$ cat src/rtl/tmr_pkg.sv
package tmr_pkg;

    localparam int ADDR_W = 5;

    // Register window: counter bytes, stop/start strobes, mode bytes
    localparam logic [ADDR_W-1:0] OFS_CNT  = 5'h10;
    localparam logic [ADDR_W-1:0] OFS_CTRL = 5'h14;
    localparam logic [ADDR_W-1:0] OFS_MODE = 5'h18;

    // Mode byte fields
    localparam int MB_HALF = 3;
    localparam int MB_SLOW = 4;

    typedef struct packed {
        logic ld_lo;
        logic ld_hi;
        logic start;
        logic stop;
        logic rd_cnt;
        logic mode_wr;
    } chan_cmd_t;

    function automatic logic [ADDR_W-1:0] lo_addr(input int idx);
        return OFS_CNT + ADDR_W'(2 * idx);
    endfunction

    function automatic logic [ADDR_W-1:0] hi_addr(input int idx);
        return OFS_CNT + ADDR_W'(2 * idx + 1);
    endfunction

    function automatic logic [ADDR_W-1:0] stop_addr(input int idx);
        return OFS_CTRL + ADDR_W'(2 * idx);
    endfunction

    function automatic logic [ADDR_W-1:0] start_addr(input int idx);
        return OFS_CTRL + ADDR_W'(2 * idx + 1);
    endfunction

    function automatic logic [ADDR_W-1:0] mode_addr(input int idx);
        return OFS_MODE + ADDR_W'(idx);
    endfunction

    // Mode field allows a start
    function automatic logic mode_runs(input logic [2:0] m);
        return (m != 3'b000) && (m != 3'b111);
    endfunction

    // Mode field drives the output (event / periodic)
    function automatic logic mode_flags(input logic [2:0] m);
        return (m == 3'b001) || (m == 3'b010);
    endfunction

    function automatic chan_cmd_t decode(input logic [ADDR_W-1:0] a,
                                         input logic wr, input logic rd,
                                         input int idx);
        chan_cmd_t c;
        c.ld_lo   = wr && (a == lo_addr(idx));
        c.ld_hi   = wr && (a == hi_addr(idx));
        c.stop    = wr && (a == stop_addr(idx));
        c.start   = wr && (a == start_addr(idx));
        c.mode_wr = wr && (a == mode_addr(idx));
        c.rd_cnt  = rd && ((a == lo_addr(idx)) || (a == hi_addr(idx)));
        return c;
    endfunction

endpackage

$ cat src/rtl/tmr_prescale.sv
module tmr_prescale #(
    parameter int  SLOW_DIV = 64,
    parameter bit  HAS_SLOW = 1'b1,
    parameter int  MODE_W   = 8
) (
    input  logic              clk,
    input  logic              rst,
    input  logic              restart,
    input  logic              running,
    input  logic [MODE_W-1:0] mode,
    output logic              tick
);
    import tmr_pkg::*;

    localparam int PW = $clog2(SLOW_DIV);

    logic [PW-1:0] pre_q;
    logic [PW-1:0] limit;

    generate
        if (HAS_SLOW) begin : g_slow
            always_comb begin
                if (mode[MB_SLOW])      limit = PW'(SLOW_DIV - 1);
                else if (mode[MB_HALF]) limit = PW'(1);
                else                    limit = '0;
            end
        end else begin : g_fast
            always_comb begin
                limit = mode[MB_HALF] ? PW'(1) : '0;
            end
        end
    endgenerate

    assign tick = running && (pre_q >= limit);

    always_ff @(posedge clk) begin
        if (rst || restart)  pre_q <= '0;
        else if (running)    pre_q <= tick ? '0 : pre_q + PW'(1);
    end

endmodule

$ cat src/rtl/tmr_channel.sv
module tmr_channel #(
    parameter int DATA_W   = 8,
    parameter int SLOW_DIV = 64,
    parameter bit HAS_SLOW = 1'b1
) (
    input  logic                  clk,
    input  logic                  rst,
    input  tmr_pkg::chan_cmd_t    cmd,
    input  logic [DATA_W-1:0]     wdata,
    output logic [2*DATA_W-1:0]   cnt_q,
    output logic [2*DATA_W-1:0]   base_q,
    output logic [DATA_W-1:0]     mode_q,
    output logic                  run_q,
    output logic                  out_q,
    output logic                  tick
);
    import tmr_pkg::*;

    localparam int CNT_W = 2 * DATA_W;

    logic start_ok;
    logic flags;
    logic loading;
    logic fire;

    assign start_ok = cmd.start && mode_runs(mode_q[2:0]);
    assign flags    = mode_flags(mode_q[2:0]);
    assign loading  = cmd.ld_lo || cmd.ld_hi;
    assign fire     = tick && !loading && flags && (cnt_q == CNT_W'(1));

    tmr_prescale #(
        .SLOW_DIV (SLOW_DIV),
        .HAS_SLOW (HAS_SLOW),
        .MODE_W   (DATA_W)
    ) u_pre (
        .clk     (clk),
        .rst     (rst),
        .restart (start_ok),
        .running (run_q),
        .mode    (mode_q),
        .tick    (tick)
    );

    always_ff @(posedge clk) begin
        if (rst) begin
            run_q  <= 1'b0;
            mode_q <= '0;
            base_q <= '0;
        end else begin
            if (cmd.stop)        run_q <= 1'b0;
            else if (start_ok)   run_q <= 1'b1;
            if (cmd.mode_wr)     mode_q <= wdata;
            if (cmd.ld_lo)       base_q[DATA_W-1:0]     <= wdata;
            if (cmd.ld_hi)       base_q[CNT_W-1:DATA_W] <= wdata;
        end
    end

    // Host byte loads take precedence over a tick in the same cycle
    always_ff @(posedge clk) begin
        if (rst) begin
            cnt_q <= '0;
        end else if (loading) begin
            if (cmd.ld_lo) cnt_q[DATA_W-1:0]     <= wdata;
            if (cmd.ld_hi) cnt_q[CNT_W-1:DATA_W] <= wdata;
        end else if (fire) begin
            cnt_q <= base_q;
        end else if (tick) begin
            cnt_q <= cnt_q - CNT_W'(1);
        end
    end

    // A new zero wins over a clearing read in the same cycle
    always_ff @(posedge clk) begin
        if (rst)                       out_q <= 1'b0;
        else if (fire)                 out_q <= 1'b1;
        else if (cmd.rd_cnt && flags)  out_q <= 1'b0;
    end

endmodule

$ cat src/rtl/dual_event_timer.sv
module dual_event_timer #(
    parameter int DATA_W   = 8,
    parameter int N_TMR    = 2,
    parameter int SLOW_DIV = 64
) (
    input  logic                         clk,
    input  logic                         rst,
    input  logic [tmr_pkg::ADDR_W-1:0]   bus_addr,
    input  logic                         bus_wr,
    input  logic                         bus_rd,
    input  logic [DATA_W-1:0]            bus_wdata,
    output logic [DATA_W-1:0]            bus_rdata,
    output logic [N_TMR-1:0]             tmr_out
);
    import tmr_pkg::*;

    localparam int CNT_W = 2 * DATA_W;

    logic [N_TMR-1:0][CNT_W-1:0]  cnt_vec;
    logic [N_TMR-1:0][CNT_W-1:0]  base_vec;
    logic [N_TMR-1:0][DATA_W-1:0] mode_vec;
    logic [N_TMR-1:0]             run_vec;
    logic [N_TMR-1:0]             tick_vec;

    generate
        for (genvar i = 0; i < N_TMR; i++) begin : g_tmr
            chan_cmd_t cmd;
            assign cmd = decode(bus_addr, bus_wr, bus_rd, i);

            tmr_channel #(
                .DATA_W   (DATA_W),
                .SLOW_DIV (SLOW_DIV),
                .HAS_SLOW (i == 0)
            ) u_chan (
                .clk    (clk),
                .rst    (rst),
                .cmd    (cmd),
                .wdata  (bus_wdata),
                .cnt_q  (cnt_vec[i]),
                .base_q (base_vec[i]),
                .mode_q (mode_vec[i]),
                .run_q  (run_vec[i]),
                .out_q  (tmr_out[i]),
                .tick   (tick_vec[i])
            );
        end
    endgenerate

    always_comb begin
        bus_rdata = '1;
        for (int i = 0; i < N_TMR; i++) begin
            if (bus_addr == lo_addr(i))   bus_rdata = cnt_vec[i][DATA_W-1:0];
            if (bus_addr == hi_addr(i))   bus_rdata = cnt_vec[i][CNT_W-1:DATA_W];
            if (bus_addr == mode_addr(i)) bus_rdata = mode_vec[i];
        end
    end

endmodule

$ cat config.mk
export PLATFORM = sky130hd
export DESIGN_NAME = dual_event_timer
export DESIGN_NICKNAME = d
export VERILOG_FILES = /design/src/rtl/tmr_pkg.sv /design/src/rtl/tmr_prescale.sv /design/src/rtl/tmr_channel.sv /design/src/rtl/dual_event_timer.sv
export SDC_FILE = /design/constraint.sdc
export NUM_CORES = 1
export LEC_CHECK = 0
export ABC_AREA = 1
export BUFFER_PORTS_ARGS = -buffer_cell sky130_fd_sc_hd__buf_2
export CORE_MARGIN = 2
export CORE_UTILIZATION = 45
export CTS_BUF_LIST = sky130_fd_sc_hd__clkbuf_4
export CTS_CLUSTER_DIAMETER = 50
export CTS_CLUSTER_SIZE = 8
export DETAILED_ROUTE_END_ITERATION = 10
export PLACE_DENSITY = 0.67
export SLEW_MARGIN = 20
export SYNTH_ARGS = -nofsm -noshare
export SYNTH_HDL_FRONTEND = slang
export SYNTH_HIERARCHICAL = 1
export SYNTH_SLANG_ARGS = --single-unit
$ cat constraint.sdc
create_clock -name clk -period 5.4 [get_ports clk]
set_input_delay 1.08 -clock clk [delete_from_list [all_inputs] [get_ports clk]]
set_output_delay 1.08 -clock clk [all_outputs]
set_load 0.01 [all_outputs]
# Word-level counts from Yosys, hierarchy flattened
# Index checks and enable logic that the tools add are counted.
dict set report totals {
  register_bits 96
  input_bits 17
  output_inout_bits 10
  word_cells 117
}
dict set report op_classes {
  add_sub_neg 4
  n_lt_le_gt_ge 2
  eq_ne 22
  n_mux 25
  reduce_logical 48
}
# cell count
set op_table {}
lappend op_table {{2-to-1 mux 16 bit} 6}
lappend op_table {{2-to-1 mux 8 bit} 10}
lappend op_table {{equality test 5 bit, second input constant} 10}
lappend op_table {{equality test 16 x 1 -> 1 bit, second input constant} 2}
lappend op_table {{subtractor 16 x 1 -> 16 bit, second input constant} 2}
lappend op_table {{logical AND 1 bit} 26}
lappend op_table {{2-to-1 mux 6 bit} 3}
lappend op_table {{adder 6 x 1 -> 6 bit, second input constant} 2}
lappend op_table {{greater-or-equal comparator 6 bit} 2}
lappend op_table {{nonzero test 3 bit} 4}
lappend op_table {{logical OR 1 bit} 8}
lappend op_table {{!= test 2 x 1 -> 1 bit, second input constant} 4}
lappend op_table {{AND reduction 2 bit} 4}
lappend op_table {{equality test 3 x 1 -> 1 bit, second input constant} 2}
lappend op_table {{equality test 3 x 2 -> 1 bit, second input constant} 2}
lappend op_table {{2-to-1 mux 1 bit} 6}
lappend op_table {{!= test 3 bit, second input constant} 2}
lappend op_table {{nonzero test 2 bit} 2}
lappend op_table {{OR reduction 2 bit} 2}
lappend op_table {{logical NOT 1 bit} 2}

# Logic depth before layout (Yosys ltp)
dict set report depth {
  depth_word 9
  ltp_mapped 17
  ltp_nobuf 17
}

# By module
# Netlist, hierarchy kept.
# module instances cells_per_inst area_per_inst_um2 seq_area_each_um2
set by_module_without_submodules {}
lappend by_module_without_submodules {tmr_channel 2 359 2372.3 840.8}
lappend by_module_without_submodules {dual_event_timer 1 162 760.7 0.0}
lappend by_module_without_submodules {{tmr_prescale at g_tmr[0].u_chan.u_pre} 1 57 446.7 120.1}
lappend by_module_without_submodules {{tmr_prescale at g_tmr[1].u_chan.u_pre} 1 37 284.0 120.1}

# Worst setup path after synthesis
# No wires, ideal clock.
dict set report synth_timing {
  path_type {input port to output port}
  startpoint {input port bus_addr[1] (netlist bit)}
  endpoint {output port bus_rdata[5]}
  arrival_time_ns 1.926
  required_time_ns 4.320
  path_slack_ns 2.394
  stages 8
  path_buffers 2
  cell_sequence {buf_2 -> nor2_2 -> buf_2 -> nand4_1 -> nand2_1 -> nor2_1 -> nor2_1 -> nor2_1}
}
dict set report synth_between {
  elab_chain_cells 7
  word_cells_on_any_way 12
  cone_classes {eq/ne: 6; mux: 6}
}
# element line_no
set synth_lines {}
lappend synth_lines {{start: declaration} dual_event_timer.sv:8} ;# input logic [tmr_pkg::ADDR_W-1:0] bus_addr,
lappend synth_lines {{equality test 5 bit} dual_event_timer.sv:52} ;# if (bus_addr == lo_addr(i)) bus_rdata = cnt_vec[i][DATA_W-1:0];
lappend synth_lines {{2-to-1 mux 8 bit} dual_event_timer.sv:52}
lappend synth_lines {{2-to-1 mux 8 bit} dual_event_timer.sv:53} ;# if (bus_addr == hi_addr(i)) bus_rdata = cnt_vec[i][CNT_W-1:DATA_W];
lappend synth_lines {{2-to-1 mux 8 bit} dual_event_timer.sv:54} ;# if (bus_addr == mode_addr(i)) bus_rdata = mode_vec[i];
lappend synth_lines {{2-to-1 mux 8 bit} dual_event_timer.sv:52}
lappend synth_lines {{2-to-1 mux 8 bit} dual_event_timer.sv:53}
lappend synth_lines {{2-to-1 mux 8 bit *} dual_event_timer.sv:54}
lappend synth_lines {{end: declaration} dual_event_timer.sv:12} ;# output logic [DATA_W-1:0] bus_rdata,
# Mark *: on every way between the ends. The rest lies on a longest branch, timed or not.

# Final worst setup path
dict set report layout_timing {
  startpoint {input port bus_addr[4] (netlist bit)}
  endpoint {output port bus_rdata[2]}
}
# Same word-level chain as after synthesis.

==> summary.txt <==
Run status
  • Status: complete, no violations

Logic synthesis
  • YS warnings: 6
  • Post-synthesis cell area: 6240 µm²
  • Unique cell type count in the Yosys netlist: 34
  • Post-Synthesis Cells: 974
  • Syn Nets: 1004
  • Syn Area/Cell: 6.40 µm²
  • Sequential element share of the synthesized area: 30.8%
  • Synthesis-stage register bit count: 96

Min path
  • Hold Crit Endpoint: g_tmr[1].u_chan/u_pre/pre_q[5]$_SDFFE_PP0P_
  • Worst hold path cell count: 2
  • HP Start: g_tmr[1].u_chan/u_pre/pre_q[5]$_SDFFE_PP0P_
  • Hold WC Path Type: reg2reg

Worst setup path
  • WP data required: 4.32 ns
  • Top cell family by delay on the critical path: simple AND/OR/NAND/NOR gates
  • CP max-delay cell: nor3b_2
  • CP endpoint kind: output port
  • Reg2reg start: g_tmr[0].u_chan/mode_q[4]$_SDFFE_PP0P_
  • Worst R2R Setup Slack: 2.82 ns
  • CP most frequent cell: nand2_1
  • Stages on the worst setup path: 8
  • R2r endpoint: g_tmr[0].u_chan/cnt_q[2]$_SDFFE_PP0P_
  • Critical-path cell list: buf_2, nor3b_2, nand2_1, nor2_1, nor2_1, nand2_1, nand2_1, buf_2
  • CP max stage delay: 0.63 ns
  • Setup CP Type: in2out
  • CP Launch Type: primary input
  • R2r worst-path depth: 16
  • CP Buf/Inv Count: 2
  • Critical path fanouts, max: 24
  • Worst EP arrival: 2.87 ns

Floorplan
  • Core box area: 13700 µm²
  • # IOs: 27
  • Die H: 122 µm
  • Site Rows: 43
  • Starting Density: 45.5%
  • Die area: 14800 µm²
  • Horiz. Die Dim: 122 µm

CTS
  • Largest buffer count on any clock path: 2
  • Sink Count: 96
  • Buffer count from post-CTS setup fixing: 0
  • Resized cells post-CTS: 0
  • CTS tree: built
  • Clk_lat worst skew: 0.47 ns
  • H-tree depth: 3
  • CTS Root Cell: clkbuf_4
  • Num CTS Buffers: 9
  • CTS Hold Bufs: 0
  • Worst-path clk slew: 0.14 ns

Power and ir drop
  • Internal cell power: 0.878 mW
  • P_sw: 0.372 mW
  • Clock power share: 27.0%
  • Logic pwr share: 15.1%
  • Power, Total: 1.25 mW
  • Maximum VDD drop: 0.163 mV
  • Part of the power in registers: 57.8%
  • Pwr Density: 192 nW/µm²
  • Leakage: 3.10 nW
  • Switch share: 29.7%

Detailed routing
  • Met3 WL: 1220 µm
  • DRT Pass-1 Iters: 6
  • Drt wl/cell: 15.4 µm
  • DRC viols: 0
  • DRT iter0 DRCs: 697
  • Wirelength, routed: 17900 µm
  • Post-DRT Antenna Nets: 0
  • Via count: 6292
  • WL met2: 7980 µm
  • M1 wire length: 8080 µm
  • DR top layer: met4
  • Post-DR vias/cell: 5.40

Timing
  • Fin crit period: 3.95 ns
  • Final hold vios: 0
  • Post-route worst setup slack: 1.45 ns
  • Fmax achieved: 253 MHz
  • Setup Skew: 0.0117 ns
  • Final period utilization: 73.1%
  • Fin. max-slew vios: 0
  • Final setup violation count: 0
  • Setup tns final: 0 ns
  • RSZ-0062 raised after global routing: false
  • Worst slew margin: 40.4%
  • Worst-Margin Slew: 0.891 ns

Run
  • Max_cap viols: 0

Layout
  • Commonest non-fill, non-tap cells in the layout: 225 x nand2_1, 133 x nor2_1, 120 x inv_1
  • Fillers: 1487
  • # nets final: 1012
  • End-of-flow core utilization: 47.5%
  • Antenna cells: 0
  • Most common cell after layout, fill and taps aside: nand2_1
  • P&R area growth vs syn: 4.49%
  • Share of cells above drive strength 1: 9.14%
  • Post-route cell area: 6520 µm²

Global route
  • Number of global-route vias before repair: 5638
  • First-pass GRT wire length: 28800 µm
  • Maximum number of pins on one net before global-route repair: 43
  • All-Layer GR Usage: 25.0%
  • Initial antenna violation count: 0
  • Grt ovf: 0

Place
  • I/O Buffers: 26
  • Area after DPL: 6420 µm²
  • Detailed Place HPWL: 13200 µm
  • Pre-CTS WS: 1.46 ns
  • GPL Wtd Cong: 0.928
cells in the mapped netlist, drive strengths merged:
cell type	count	area share (%)
nor2	149	11
clkbuf	13	0.78
nand4	53	5.3
dfxtp	96	31
o21ai	56	4.5
clkinv	6	0.38
xor2	6	0.84
nand3b	8	0.96
o211a	2	0.32
buf	20	2.5
nor3	4	0.32
o21a	2	0.24
ha	13	2.6
nand3	85	8.1
nor4	3	0.30
nor3b	2	0.32
or2	5	0.50
xnor2	7	0.98
mux2i	1	0.16
inv	124	7.5
a21oi	85	6.8
nand2	234	15
cell type report:
cell class | instances | area (µm²) | share of cell area [%]
well taps | 180 | 225 | 3.46
clock buffers | 12 | 90.1 | 1.38
clock inverters | 2 | 8.76 | 0.134
flip-flops and latches | 96 | 1920 | 29.5
multi-input cells | 715 | 3620 | 55.6
repair buffers | 30 | 160 | 2.46
inverters | 130 | 489 | 7.51
worst register-to-register path: stages (launching register included):
cell and delay (ns):
dfxtp_1 0.37, or2_2 0.29, ha_1 0.29, inv_1 0.05, nand2_1 0.04, nand2_1 0.05
nand2_1 0.04, nand2_1 0.05, nand2_1 0.04, nand2_1 0.09, inv_1 0.09, nand2_4 0.12
inv_1 0.06, nor2_1 0.39, inv_1 0.23, o21ai_0 0.21, a21oi_1 0.06
worst max path at each step:
stage	from	end	slack [ns]
floorplan	bus_addr[1]	bus_rdata[5]	2.39
global placement	bus_addr[4]	bus_rdata[2]	1.45
detailed placement	bus_addr[4]	g_tmr[1].u_chan/cnt_q[10]$_SDFFE_PP0P_	1.46
CTS	bus_addr[4]	bus_rdata[2]	1.49
global route	bus_addr[4]	bus_rdata[2]	1.20
finish	bus_addr[4]	bus_rdata[2]	1.45
routing by layer:
metal / track usage [%] / vias up
met1: 34.8 / 2811
met4: 9.34 / 0
met2: 38.6 / 244
met3: 4.63 / 48
li1: - / 3189
met5: 0 / -
power groups by stage:
stage                     Combinational [mW]  Clock [mW]  Sequential [mW]
after floorplan                        0.135           0            0.735
after global placement                 0.184           0            0.738
after detailed placement               0.185           0            0.738
after CTS                              0.186       0.354            0.723
after global routing                   0.211       0.375            0.724
final                                  0.189       0.338            0.723
through the flow:
step / cells / hold slack, ns
finish: 1165 / 0.442
global route: 1165 / 0.461
CTS: 1165 / 0.444
detailed placement: 1151 / 0.425
global placement: 1151 / 0.422
floorplan: 974 / 0.412
flip-flops by register name (all words and copies together), names as in the netlist:
name                      cells
g_tmr.u_chan/out_q            2
g_tmr.u_chan/mode_q          16
g_tmr.u_chan/run_q            2
g_tmr.u_chan/base_q          32
g_tmr.u_chan/u_pre/pre_q     12
g_tmr.u_chan/cnt_q           32
kinds of logic after synthesis:
kind of cell             Yosys count  synth area share [%]
AO/OA/AOI/OAI                    145                  11.9
flip-flops                        96                  30.8
buffers and inverters            163                  11.1
multiplexers                       1                 0.161
AND/OR/NAND/NOR                  543                  41.6
XOR/XNOR                          13                  1.83
adder cells (fa/ha/maj)           13                  2.61
Power figures use the tool's default switching activity.
